<file path="src/rtl/bscan_cell_pkg.sv">
package bscan_cell_pkg;
  typedef enum logic [1:0] {
    OP_IDLE    = 2'd0,
    OP_CAPTURE = 2'd1,
    OP_SHIFT   = 2'd2,
    OP_UPDATE  = 2'd3
  } bsc_op_t;

  typedef struct packed {
    logic ctrl;
    logic data;
  } bsc_pair_t;
endpackage

</file>
<file path="src/rtl/bsc_op_decode.sv">
module bsc_op_decode
  import bscan_cell_pkg::*;
(
  input  logic    capture,
  input  logic    shift,
  input  logic    update,
  input  logic    mode_extest,
  input  logic    mode_sample,
  output bsc_op_t op,
  output logic    scan_sel,
  output logic    drive_sel
);
  always_comb begin
    scan_sel  = mode_extest | mode_sample;
    drive_sel = mode_extest;
    op        = OP_IDLE;
    if (scan_sel) begin
      if (capture)     op = OP_CAPTURE;
      else if (shift)  op = OP_SHIFT;
      else if (update) op = OP_UPDATE;
    end
  end
endmodule

</file>
<file path="src/rtl/bsc_shift_stages.sv">
module bsc_shift_stages
  import bscan_cell_pkg::*;
#(
  parameter logic RST_VAL = 1'b0
) (
  input  logic      clk,
  input  logic      rst_n,
  input  bsc_op_t   op,
  input  logic      cap_ctrl,
  input  logic      cap_pad,
  input  logic      scan_in,
  output bsc_pair_t stages
);
  always_ff @(posedge clk or negedge rst_n) begin
    if (!rst_n) begin
      stages.ctrl <= RST_VAL;
      stages.data <= RST_VAL;
    end else begin
      case (op)
        OP_CAPTURE: begin
          stages.ctrl <= cap_ctrl;
          stages.data <= cap_pad;
        end
        OP_SHIFT: begin
          stages.ctrl <= scan_in;
          stages.data <= stages.ctrl;
        end
        default: ;
      endcase
    end
  end

  // capture loads direction and pad value
  p_capture_r2: assert property (@(posedge clk) disable iff (!rst_n)
    op == OP_CAPTURE |=> stages.ctrl == $past(cap_ctrl) && stages.data == $past(cap_pad));
  // shift moves bits one stage per edge
  p_shift_r3: assert property (@(posedge clk) disable iff (!rst_n)
    op == OP_SHIFT |=> stages.ctrl == $past(scan_in) && stages.data == $past(stages.ctrl));
  // idle keeps the stages
  p_hold_r6: assert property (@(posedge clk) disable iff (!rst_n)
    (op == OP_IDLE || op == OP_UPDATE) |=> $stable(stages));
endmodule

</file>
<file path="src/rtl/bsc_update_latch.sv">
module bsc_update_latch
  import bscan_cell_pkg::*;
#(
  parameter logic RST_VAL = 1'b0
) (
  input  logic      clk,
  input  logic      rst_n,
  input  bsc_op_t   op,
  input  bsc_pair_t stages,
  output bsc_pair_t latched
);
  always_ff @(posedge clk or negedge rst_n) begin
    if (!rst_n)              latched <= '{ctrl: RST_VAL, data: RST_VAL};
    else if (op == OP_UPDATE) latched <= stages;
  end

  // update copies both stages
  p_update_r4: assert property (@(posedge clk) disable iff (!rst_n)
    op == OP_UPDATE |=> latched == $past(stages));
  // latches hold without update
  p_latch_hold_r6: assert property (@(posedge clk) disable iff (!rst_n)
    op != OP_UPDATE |=> $stable(latched));
endmodule

</file>
<file path="src/rtl/bsc_pad_mux.sv">
module bsc_pad_mux
  import bscan_cell_pkg::*;
(
  input  logic      scan_sel,
  input  logic      drive_sel,
  input  bsc_pair_t latched,
  input  logic      port_dir,
  input  logic      port_out,
  input  logic      port_pullup,
  input  logic      pad_in,
  output logic      pad_oe,
  output logic      pad_out,
  output logic      pad_pullup,
  output logic      pin_in
);
  always_comb begin
    pad_oe     = drive_sel ? latched.ctrl : port_dir;
    pad_out    = drive_sel ? latched.data : port_out;
    pad_pullup = port_pullup & ~scan_sel;
    pin_in     = pad_in;
  end
endmodule

</file>
<file path="src/rtl/bidir_bscan_cell.sv">
module bidir_bscan_cell
  import bscan_cell_pkg::*;
#(
  parameter logic RST_VAL = 1'b0
) (
  input  logic clk,
  input  logic rst_n,
  input  logic port_dir,
  input  logic port_out,
  input  logic port_pullup,
  output logic pin_in,
  input  logic pad_in,
  output logic pad_out,
  output logic pad_oe,
  output logic pad_pullup,
  input  logic scan_in,
  output logic scan_out,
  input  logic capture,
  input  logic shift,
  input  logic update,
  input  logic mode_extest,
  input  logic mode_sample
);
  bsc_op_t   op;
  logic      scan_sel, drive_sel;
  bsc_pair_t stages, latched;

  bsc_op_decode u_dec (
    .capture(capture), .shift(shift), .update(update),
    .mode_extest(mode_extest), .mode_sample(mode_sample),
    .op(op), .scan_sel(scan_sel), .drive_sel(drive_sel)
  );

  bsc_shift_stages #(.RST_VAL(RST_VAL)) u_stg (
    .clk(clk), .rst_n(rst_n), .op(op), .cap_ctrl(port_dir),
    .cap_pad(pad_in), .scan_in(scan_in), .stages(stages)
  );

  bsc_update_latch #(.RST_VAL(RST_VAL)) u_lat (
    .clk(clk), .rst_n(rst_n), .op(op), .stages(stages), .latched(latched)
  );

  bsc_pad_mux u_mux (
    .scan_sel(scan_sel), .drive_sel(drive_sel), .latched(latched),
    .port_dir(port_dir), .port_out(port_out), .port_pullup(port_pullup),
    .pad_in(pad_in), .pad_oe(pad_oe), .pad_out(pad_out),
    .pad_pullup(pad_pullup), .pin_in(pin_in)
  );

  assign scan_out = stages.data;

  // capture wins over shift and update
  p_prio_r5: assert property (@(posedge clk) disable iff (!rst_n)
    (capture && (mode_extest || mode_sample)) |=> scan_out == $past(pad_in));
  // extest hands pad to latches
  p_extest_r7: assert property (@(posedge clk) disable iff (!rst_n)
    mode_extest |-> pad_oe == latched.ctrl && pad_out == latched.data);
  // otherwise pad follows port
  p_transparent_r8: assert property (@(posedge clk) disable iff (!rst_n)
    !mode_extest |-> pad_oe == port_dir && pad_out == port_out);
  // pull-up off in scan modes
  p_pullup_off_r9: assert property (@(posedge clk) disable iff (!rst_n)
    (mode_extest || mode_sample) |-> !pad_pullup);
  // pin_in tracks pad_in
  p_pin_direct_r10: assert property (@(posedge clk) disable iff (!rst_n)
    pin_in == pad_in);
endmodule

</file>
<file path="config.mk">
export PLATFORM = sky130hd
export DESIGN_NAME = bidir_bscan_cell
export DESIGN_NICKNAME = d
export VERILOG_FILES = /design/src/rtl/bscan_cell_pkg.sv /design/src/rtl/bsc_op_decode.sv /design/src/rtl/bsc_shift_stages.sv /design/src/rtl/bsc_update_latch.sv /design/src/rtl/bsc_pad_mux.sv /design/src/rtl/bidir_bscan_cell.sv
export SDC_FILE = /design/constraint.sdc
export NUM_CORES = 1
export LEC_CHECK = 0
export ABC_AREA = 1
export BUFFER_PORTS_ARGS = -buffer_cell sky130_fd_sc_hd__buf_2
export CAP_MARGIN = 30
export CORE_AREA = 2 2 39 41
export CTS_BUF_LIST = sky130_fd_sc_hd__clkbuf_16
export CTS_CLUSTER_SIZE = 24
export DETAILED_ROUTE_END_ITERATION = 8
export DIE_AREA = 0 0 41 43
export GPL_TIMING_DRIVEN = 0
export MAX_ROUTING_LAYER = met4
export PLACE_DENSITY = 0.51
export SLEW_MARGIN = 20
export SYNTH_ARGS = -nofsm -noshare
export SYNTH_HDL_FRONTEND = slang
export SYNTH_SLANG_ARGS = --single-unit
</file>
<file path="constraint.sdc">
create_clock -name clk -period 1.5 [get_ports clk]
set_input_delay 0.15 -clock clk [delete_from_list [all_inputs] [get_ports clk]]
set_output_delay 0.15 -clock clk [all_outputs]
set_load 0.02 [all_outputs]
</file>
Word level (Yosys, flattened, before mapping):

Index checks and enable logic that the tools add are counted.

* mux-type cells: 7
* bitwise logic cells: 3
* reduce and logical (&&, ||, !) cells: 1
* equal/unequal tests: 3

Operators by type and width (number)
* $mux W2: 4
* $eq A2 B2 Y1 const B: 2
* $pmux W2 S2: 1
* $eq A2 B1 Y1 const B: 1
* $mux W1: 2
* $reduce_bool A2 Y1: 1
* $and A1 B1 Y1: 1
* $not A1 Y1: 1
* $or A1 B1 Y1: 1

* register bits: 4
* output and inout port bits: 5
* logic and storage cells: 18
* input bits: 12

Depth between registers and ports, before layout:

Gate-level depths: netlist of run 1.

* depth in word-level cells: 6
* depth in mapped cells: 9
* gate-level depth less buffers: 9

By module:

A second synthesis of run 1 with hierarchy kept.

* cells, all modules: 48
* area, all modules: 295.3 µm²

Modules (own cells, without submodules)
* bsc_shift_stages: instances 1, sequential area each 50.0 µm², area each 128.9 µm², cells an instance 20
* bsc_update_latch: instances 1, sequential area each 50.0 µm², area each 78.8 µm², cells an instance 9
* bsc_op_decode: instances 1, sequential area each 0.0 µm², area each 46.3 µm², cells an instance 9
* bsc_pad_mux: instances 1, sequential area each 0.0 µm², area each 41.3 µm², cells an instance 10

Least setup slack after synthesis of run 1:

No wires, ideal clock.

* path type: in2reg
* from: input mode_extest
* to: register, netlist name u_stg.stages[0]
* path buffers: 0
* library setup time: 117 ps
* stages: 8
* data arrival time: 834 ps
* data required time: 1383 ps
* path slack: 548 ps
* cells stage by stage: nor2_2 -> inv_2 -> nand2_2 -> inv_2 -> ha_1 -> inv_1 -> nand2_1 -> nand2_1

* longest elaborated chain between the ends: 4
* elaborated cells between the ends (all ways): 6
* classes of those cells: eq/ne (2); mux (2); bitwise (1); reduce/logical (1)

Ends and longest elaborated chain
* start: declaration: line bidir_bscan_cell.sv:21 `input logic mode_extest,`
* $or A1 B1 Y1 (*): line bsc_op_decode.sv:14 `scan_sel = mode_extest | mode_sample;`
* $mux W2 (*): line bsc_op_decode.sv:17 `if (scan_sel) begin`
* $eq A2 B2 Y1 / $eq A2 B1 Y1 (equally long branches): line bsc_shift_stages.sv:19 `case (op)`
* $pmux W2 S2 / $reduce_bool A2 Y1 (equally long branches)

Mark *: on every way between the ends. The rest lies on a longest branch, timed or not.
A chain may end at the register's enable or synchronous reset.

Final worst setup path of run 1:

* from: register, netlist name u_lat.latched[0]
* to: output pad_out

* longest elaborated chain between the ends: 1

Ends and longest elaborated chain
* $mux W1: line bsc_pad_mux.sv:18 `pad_out = drive_sel ? latched.data : port_out;`
* end: declaration: line bidir_bscan_cell.sv:13 `output logic pad_out,`

No other way between the ends.

==> summary.txt, run 1 <==
Floorplanning
  – Core area: between 1000 and 1500 sq um
  – Horiz. Die Dim: 41 microns
  – Chip height: between 40 and 50 microns
  – Overall die area: 1760 sq um
  – I/O pin count: 17
  – Starting Density: around a fifth
  – Row count: 14

Clocking
  – CTS Buffer Depth: 2
  – CTS tree: done
  – H-Tree Depth: 1
  – Num CTS Buffers: 3
  – Clock-pin slew on the worst setup and hold paths: about 0.030 ns
  – Clock latency on the worst-skew pair: ~0.22 ns
  – # resized after CTS: 0
  – Root Buffer: clkbuf_16
  – Number of buffers added for setup after CTS: 0
  – Hold buffer count at CTS: 1
  – Clk sinks: 4

Route
  – DR vias/cell: 3.85
  – Average wire per standard cell: 7.29 microns
  – Initial DRC count: 2
  – TritonRoute pass-1 iters: 2
  – Post-route ant nets: 0
  – DR vias: around 310
  – # DRC: 0
  – Routed Wire Length: between 500 and 600 microns

Critical path
  – Arrival time at the worst endpoint: 0.88 ns
  – Worst Path Buf+Inv: 2
  – End of the critical path: pad_out
  – Max incr delay on CP: 0.31 ns
  – RR Startpoint: u_stg.stages[1]
  – Cell Chain, Critical Path: inv_1 > a21oi_1 > buf_2
  – Slowest CP cell: dfrtp_1
  – Type of destination of the critical path: primary output
  – Top delay family on crit path: flip-flops
  – Worst setup path startpoint: u_lat.latched[0]
  – Worst Reg2Reg Path Length in Cells: 4
  – WS Path Type: reg2out
  – Startpoint Class: register
  – WP depth: 3
  – Reg2reg setup slack: 0.78 ns
  – CP Max Fanout: 2
  – Reg-to-reg endpoint: u_stg.stages[0]
  – Critical path required time: around 1.4 ns

Final layout
  – Fillers: 162
  – Register area: between 100 and 150 sq um
  – Layout cell share with drive strength beyond 1: between 30% and 40%
  – Antenna diode count: 0
  – Final net count: 80
  – Area Growth Syn to Fin: 64.9%
  – Footprint of the multi-input gates: approximately 130 sq um

Logic synthesis
  – Post-synth cell types: 12
  – Dominant cell by count in the synthesized netlist: nand2_1
  – Syn Inst Count: 44
  – Synthesized cell area: between 200 and 300 sq um
  – Flops & latches, synth: 4
  – Post-synth ARST share: 100%
  – Commonest cells in the netlist: 12 x nand2_1, 10 x inv_1, 4 x dfrtp_1, 4 x nor2_1, 3 x o21ai_0
  – Share of the synthesized area in the top cell type: between 30% and 40%
  – Post-synth EDFFs: 0
  – Post-synth top area cell: dfrtp_1
  – Post-synth top flop: dfrtp_1
  – Sequential area share after synthesis: about a third
  – Largest cells by area after synthesis: dfrtp_1 35%, nand2_1 16%, inv_1 13%, ha_1 8.8%, o21ai_0 5.3%
  – Syn nets: 58
  – Synthesized area per cell: 6.48 sq um
  – Synth warnings: 0

Timing
  – Pins Over Slew Limit: 0
  – Final TNS setup: 0 ns
  – Final WS setup: ~0.47 ns
  – Relative slew slack: 90.9%
  – Actual slew at the worst max-slew pin: 0.136 ns
  – Fmax: approximately 970 MHz
  – Count of final setup violators: 0
  – Final hold vios: 0
  – RSZ-0062 raised after global routing: false
  – Final Critical Period: 1.03 ns
  – Clk_skew: about 0.00011 ns
  – Period Utilization, post-route: between 60% and 70%

Pwr
  – Worst ir drop on vdd: between 200 and 300 uV
  – Leak: about 0.00028 uW
  – Pwr Density: ~1500 nW/um^2

Global route
  – GRT Overall Usage: under 10%
  – Final global-route overflow total: 0
  – Initial antenna violation count: 0
  – Vias in the first global route: slightly below 300
  – First-pass GRT wire length: between 1 and 1.5 mm
  – Largest net degree at the start of global routing: 6

Run status
  – Outcome: finished clean

Place
  – Hpwl dp: 473 microns
  – Worst slack, placed: ~0.33 ns
  – Port bufs: 16
  – Final GP Congestion: between 0.6 and 0.7

Worst hold path
  – Hold Path Class: in2reg

Job
  – Max Cap Viol: 0
final cells by class:
class | count | share of cell area [%]
buffer | 1 | 1.60
clock buffer | 3 | 16.0
inverter | 12 | 9.57
multi-input combinational | 27 | 28.2
sequential | 4 | 21.3
tap | 16 | 4.26
timing repair buffer | 17 | 19.1
worst min path at each step:
stage | cells past startpoint | to | start
after floorplan | 0 | u_lat.latched[0] | rst_n
after global placement | 1 | u_stg.stages[0] | rst_n
after detailed placement | 1 | u_stg.stages[0] | rst_n
after CTS | 5 | u_stg.stages[1] | scan_in
after global routing | 5 | u_stg.stages[1] | scan_in
final | 5 | u_stg.stages[1] | scan_in
through the flow:
step	total power (uW)	hold WS [ns]	utilization (%)	area, sq um	instances
floorplan	234	-0.146	-	285	44
global placement	282	-0.0445	27.8	385	76
global route	738	0.264	34.0	470	80
finish	699	0.232	34.0	470	80
CTS	708	0.237	34.0	470	80
detailed placement	283	-0.0427	27.8	385	76
layer usage:
| layer | track usage (%) | share of wire, % | vias up |
|---|---|---|---|
| met3 | 3.14 | 7.0 | 5 |
| met5 | - | 0 | - |
| met2 | 12.5 | 50 | 9 |
| met4 | 12.0 | 6.2 | 0 |
| met1 | 9.27 | 37 | 127 |
| li1 | - | - | 167 |
cell usage in the layout, fill, tap and decap left out, drive strengths merged:
cell type    instances
a21oi                2
buf                 17
clkbuf               3
dfrtp                4
dlygate4sd3          1
ha                   2
inv                 12
nand2               13
nand3                2
nor2                 5
o21ai                3
flip-flops by register name (all words and copies together), names as in the netlist:
| signal | count |
|---|---|
| u_lat.latched | 2 |
| u_stg.stages | 2 |
cell families after synthesis:
group,count (synthesis),synth area share [%]
buffers and inverters,13,18.4
AND/OR/NAND/NOR,20,28.9
AO/OA/AOI/OAI,5,8.77
flip-flops,4,35.1
adder cells (fa/ha/maj),2,8.77
worst min-delay path, stage by stage:
cell and delay, ns:
buf_2 0.07, inv_1 0.03, nand2_1 0.04, nand3_1 0.07, nand2_1 0.06
report_power, final:
part | total (uW) | switching, uW | internal [uW]
Combinational | 130 | 76.7 | 53.5
Sequential | 151 | 14.2 | 137
Clock | 418 | 77.2 | 341
Total | 699 | 168 | 531
Power figures use the tool's default switching activity.
==> run 2: changes to the inputs <==
==> constraint.sdc (replaced) <==
create_clock -name clk -period 1 [get_ports clk]
set_input_delay 0.1 -clock clk [delete_from_list [all_inputs] [get_ports clk]]
set_output_delay 0.1 -clock clk [all_outputs]
set_load 0.02 [all_outputs]
==> summary.txt, run 2 (synthesis gave the netlist of run 1 again) <==
Clocking
  – Clock latency on the worst-skew pair: 0.22 ns (about the same)
  – CTS Buffer Depth: 2 (unchanged)
  – Clock-pin slew on the worst setup and hold paths: 0.03 ns (about the same)
  – Num CTS Buffers: 3 (unchanged)
  – Root Buffer: clkbuf_16
  – CTS tree: done
  – Clk sinks: 4 (unchanged)
  – H-Tree Depth: 1 (unchanged)

Place
  – Port bufs: 16 (unchanged)
  – Hpwl dp: 473 microns (unchanged)
  – Final GP Congestion: 0.603 (unchanged)
  – Placed insts: 76 (unchanged)

Critical path
  – Arrival time at the worst endpoint: 0.86 ns (-0.02 ns)
  – Startpoint Class: register
  – Critical path required time: 0.90 ns (-0.45 ns)
  – Type of destination of the critical path: primary output
  – Cell Chain, Critical Path: inv_1 > a21oi_1 > buf_4
  – WS Path Type: reg2out
  – Max incr delay on CP: 0.34 ns (+0.03 ns)
  – CP Max Fanout: 2 (unchanged)
  – Slowest CP cell: dfrtp_1

Final layout
  – Final cell count without fillers: 81 (+1.3%)
  – Area Growth Syn to Fin: 69.3%
  – Layout cell share with drive strength beyond 1: 38.5% (+0.96 points)
  – Most frequent cells in the layout: 14 x buf_2, 12 x nand2_1, 10 x inv_1
  – Most common cell after layout, fill and taps aside: buf_2
  – Final net count: 81 (+1.3%)
  – Antenna diode count: 0 (unchanged)
  – Registers with the most flip-flops: u_lat.latched: 2 flops, u_stg.stages: 2 flops

Route
  – DR vias/cell: 3.84 (-0.27%)
  – TritonRoute pass-1 iters: 3 (+1)
  – DR vias: 311 (+0.97%)
  – # DRC: 0 (unchanged)
  – Average wire per standard cell: 7.38 microns (+1.3%)
  – Initial DRC count: 3 (+1)
  – Post-route ant nets: 0 (unchanged)
  – Routed Wire Length: 598 microns (+2.6%)

Timing
  – Final TNS setup: 0 ns (unchanged)
  – Count of final setup violators: 0 (unchanged)
  – Period Utilization, post-route: 95.8%
  – Relative slew slack: 90.9% (unchanged)
  – RSZ-0062 raised after global routing: true
  – Actual slew at the worst max-slew pin: 0.136 ns (unchanged)
  – Clk_skew: 0.000193 ns (+0.0000848 ns)
  – Pins Over Slew Limit: 0 (unchanged)
  – Fmax: 1040 MHz
  – Final hold vios: 0 (unchanged)
  – Final Critical Period: roughly 0.96 ns

Run status
  – Outcome: finished clean

Global route
  – Vias in the first global route: 296 (unchanged)
  – Initial antenna violation count: 0 (unchanged)
  – Largest net degree at the start of global routing: 6 (unchanged)
  – Final global-route overflow total: 0 (unchanged)
  – First-pass GRT wire length: 1.03 mm (unchanged)
  – GRT Overall Usage: 9.55% (unchanged)

Floorplanning
  – Horiz. Die Dim: 41 microns (unchanged)
  – Row count: 14 (unchanged)
  – I/O pin count: 17 (unchanged)
  – Overall die area: 1760 sq um (unchanged)
  – Starting Density: 20.6% (unchanged)
  – Core area: 1380 sq um (unchanged)
  – Chip height: 43 microns (unchanged)

Job
  – Max Cap Viol: 0 (unchanged)

Pwr
  – Pwr Density: 2220 nW/um^2 (+50%)
  – Leak: 0.000290 uW (+2.2%)
  – Worst ir drop on vdd: 436 uV (+65%)

Worst hold path
  – Hold Path Class: in2reg
## run 2: worst paths after layout
check                      cells past startpoint  slack (ns)               end        startpoint
max                                            3        0.04           pad_out  u_lat.latched[0]
min                                            5        0.18   u_stg.stages[1]           scan_in
max reg2reg                                    3        0.25  u_lat.latched[1]  u_lat.latched[1]
min reg2reg                                    2        0.48   u_stg.stages[1]   u_stg.stages[1]
max in group asynchronous                      2        0.68  u_lat.latched[1]             rst_n
min in group asynchronous                      2        0.21   u_stg.stages[0]             rst_n
## run 2: repair_timing
| item | 4_1_cts | 5_1_grt |
|---|---|---|
| hold endpoints to repair | 4 | 0 |
| hold buffers | 1 | 0 |
| gates resized for setup | 0 | 3 |
| setup endpoints to repair | 0 | 2 |
| setup buffers | 0 | 1 |
## run 2: stage by stage
step                      hold slack (ns)  setup WS, ns  util, %  power (uW)  instance area (sq um)
after floorplan                    -0.196        0.0984        -         352                    285
after global placement            -0.0945        -0.104     27.8         422                    385
after detailed placement          -0.0927        -0.117     27.8         424                    385
after CTS                           0.187       0.00820     34.0        1060                    470
after global routing                0.214      -0.00948     34.9        1130                    483
final                               0.183        0.0417     34.9        1070                    483
## run 2: area by class of cell
type                            instances  area (sq um)
Tap cell                               16          20.0
Inverter                               12          45.0
Sequential cell                         4           100
Timing Repair Buffer                   18           103
Buffer                                  1          7.51
Clock buffer                            3          75.1
Multi-Input combinational cell         27           133
Fill cell                             160           901
## run 2: where the power goes
part | leakage, uW | total [uW] | internal [uW] | switching [uW]
clock | 0.0000370 | 625 | 511 | 114
combinational | 0.000206 | 223 | 102 | 121
sequential | 0.0000479 | 226 | 205 | 21.5
total | 0.000290 | 1070 | 817 | 257
## run 2: critical path, delay by kind of cell, from the launching register on
| kind | cells | cell delay, ns |
|---|---|---|
| flops | 1 | 0.34 |
| buf+inv | 2 | 0.22 |
| compound gates | 1 | 0.06 |
## run 2: layer usage
| metal | share of wire [%] | global-route usage, % | routed length, microns |
|---|---|---|---|
| met5 | 0 | - | 0 |
| met4 | 4.8 | 12.0 | 29 |
| met3 | 6.5 | 3.14 | 39 |
| met2 | 50 | 12.5 | 300 |
| met1 | 38 | 9.27 | 228 |
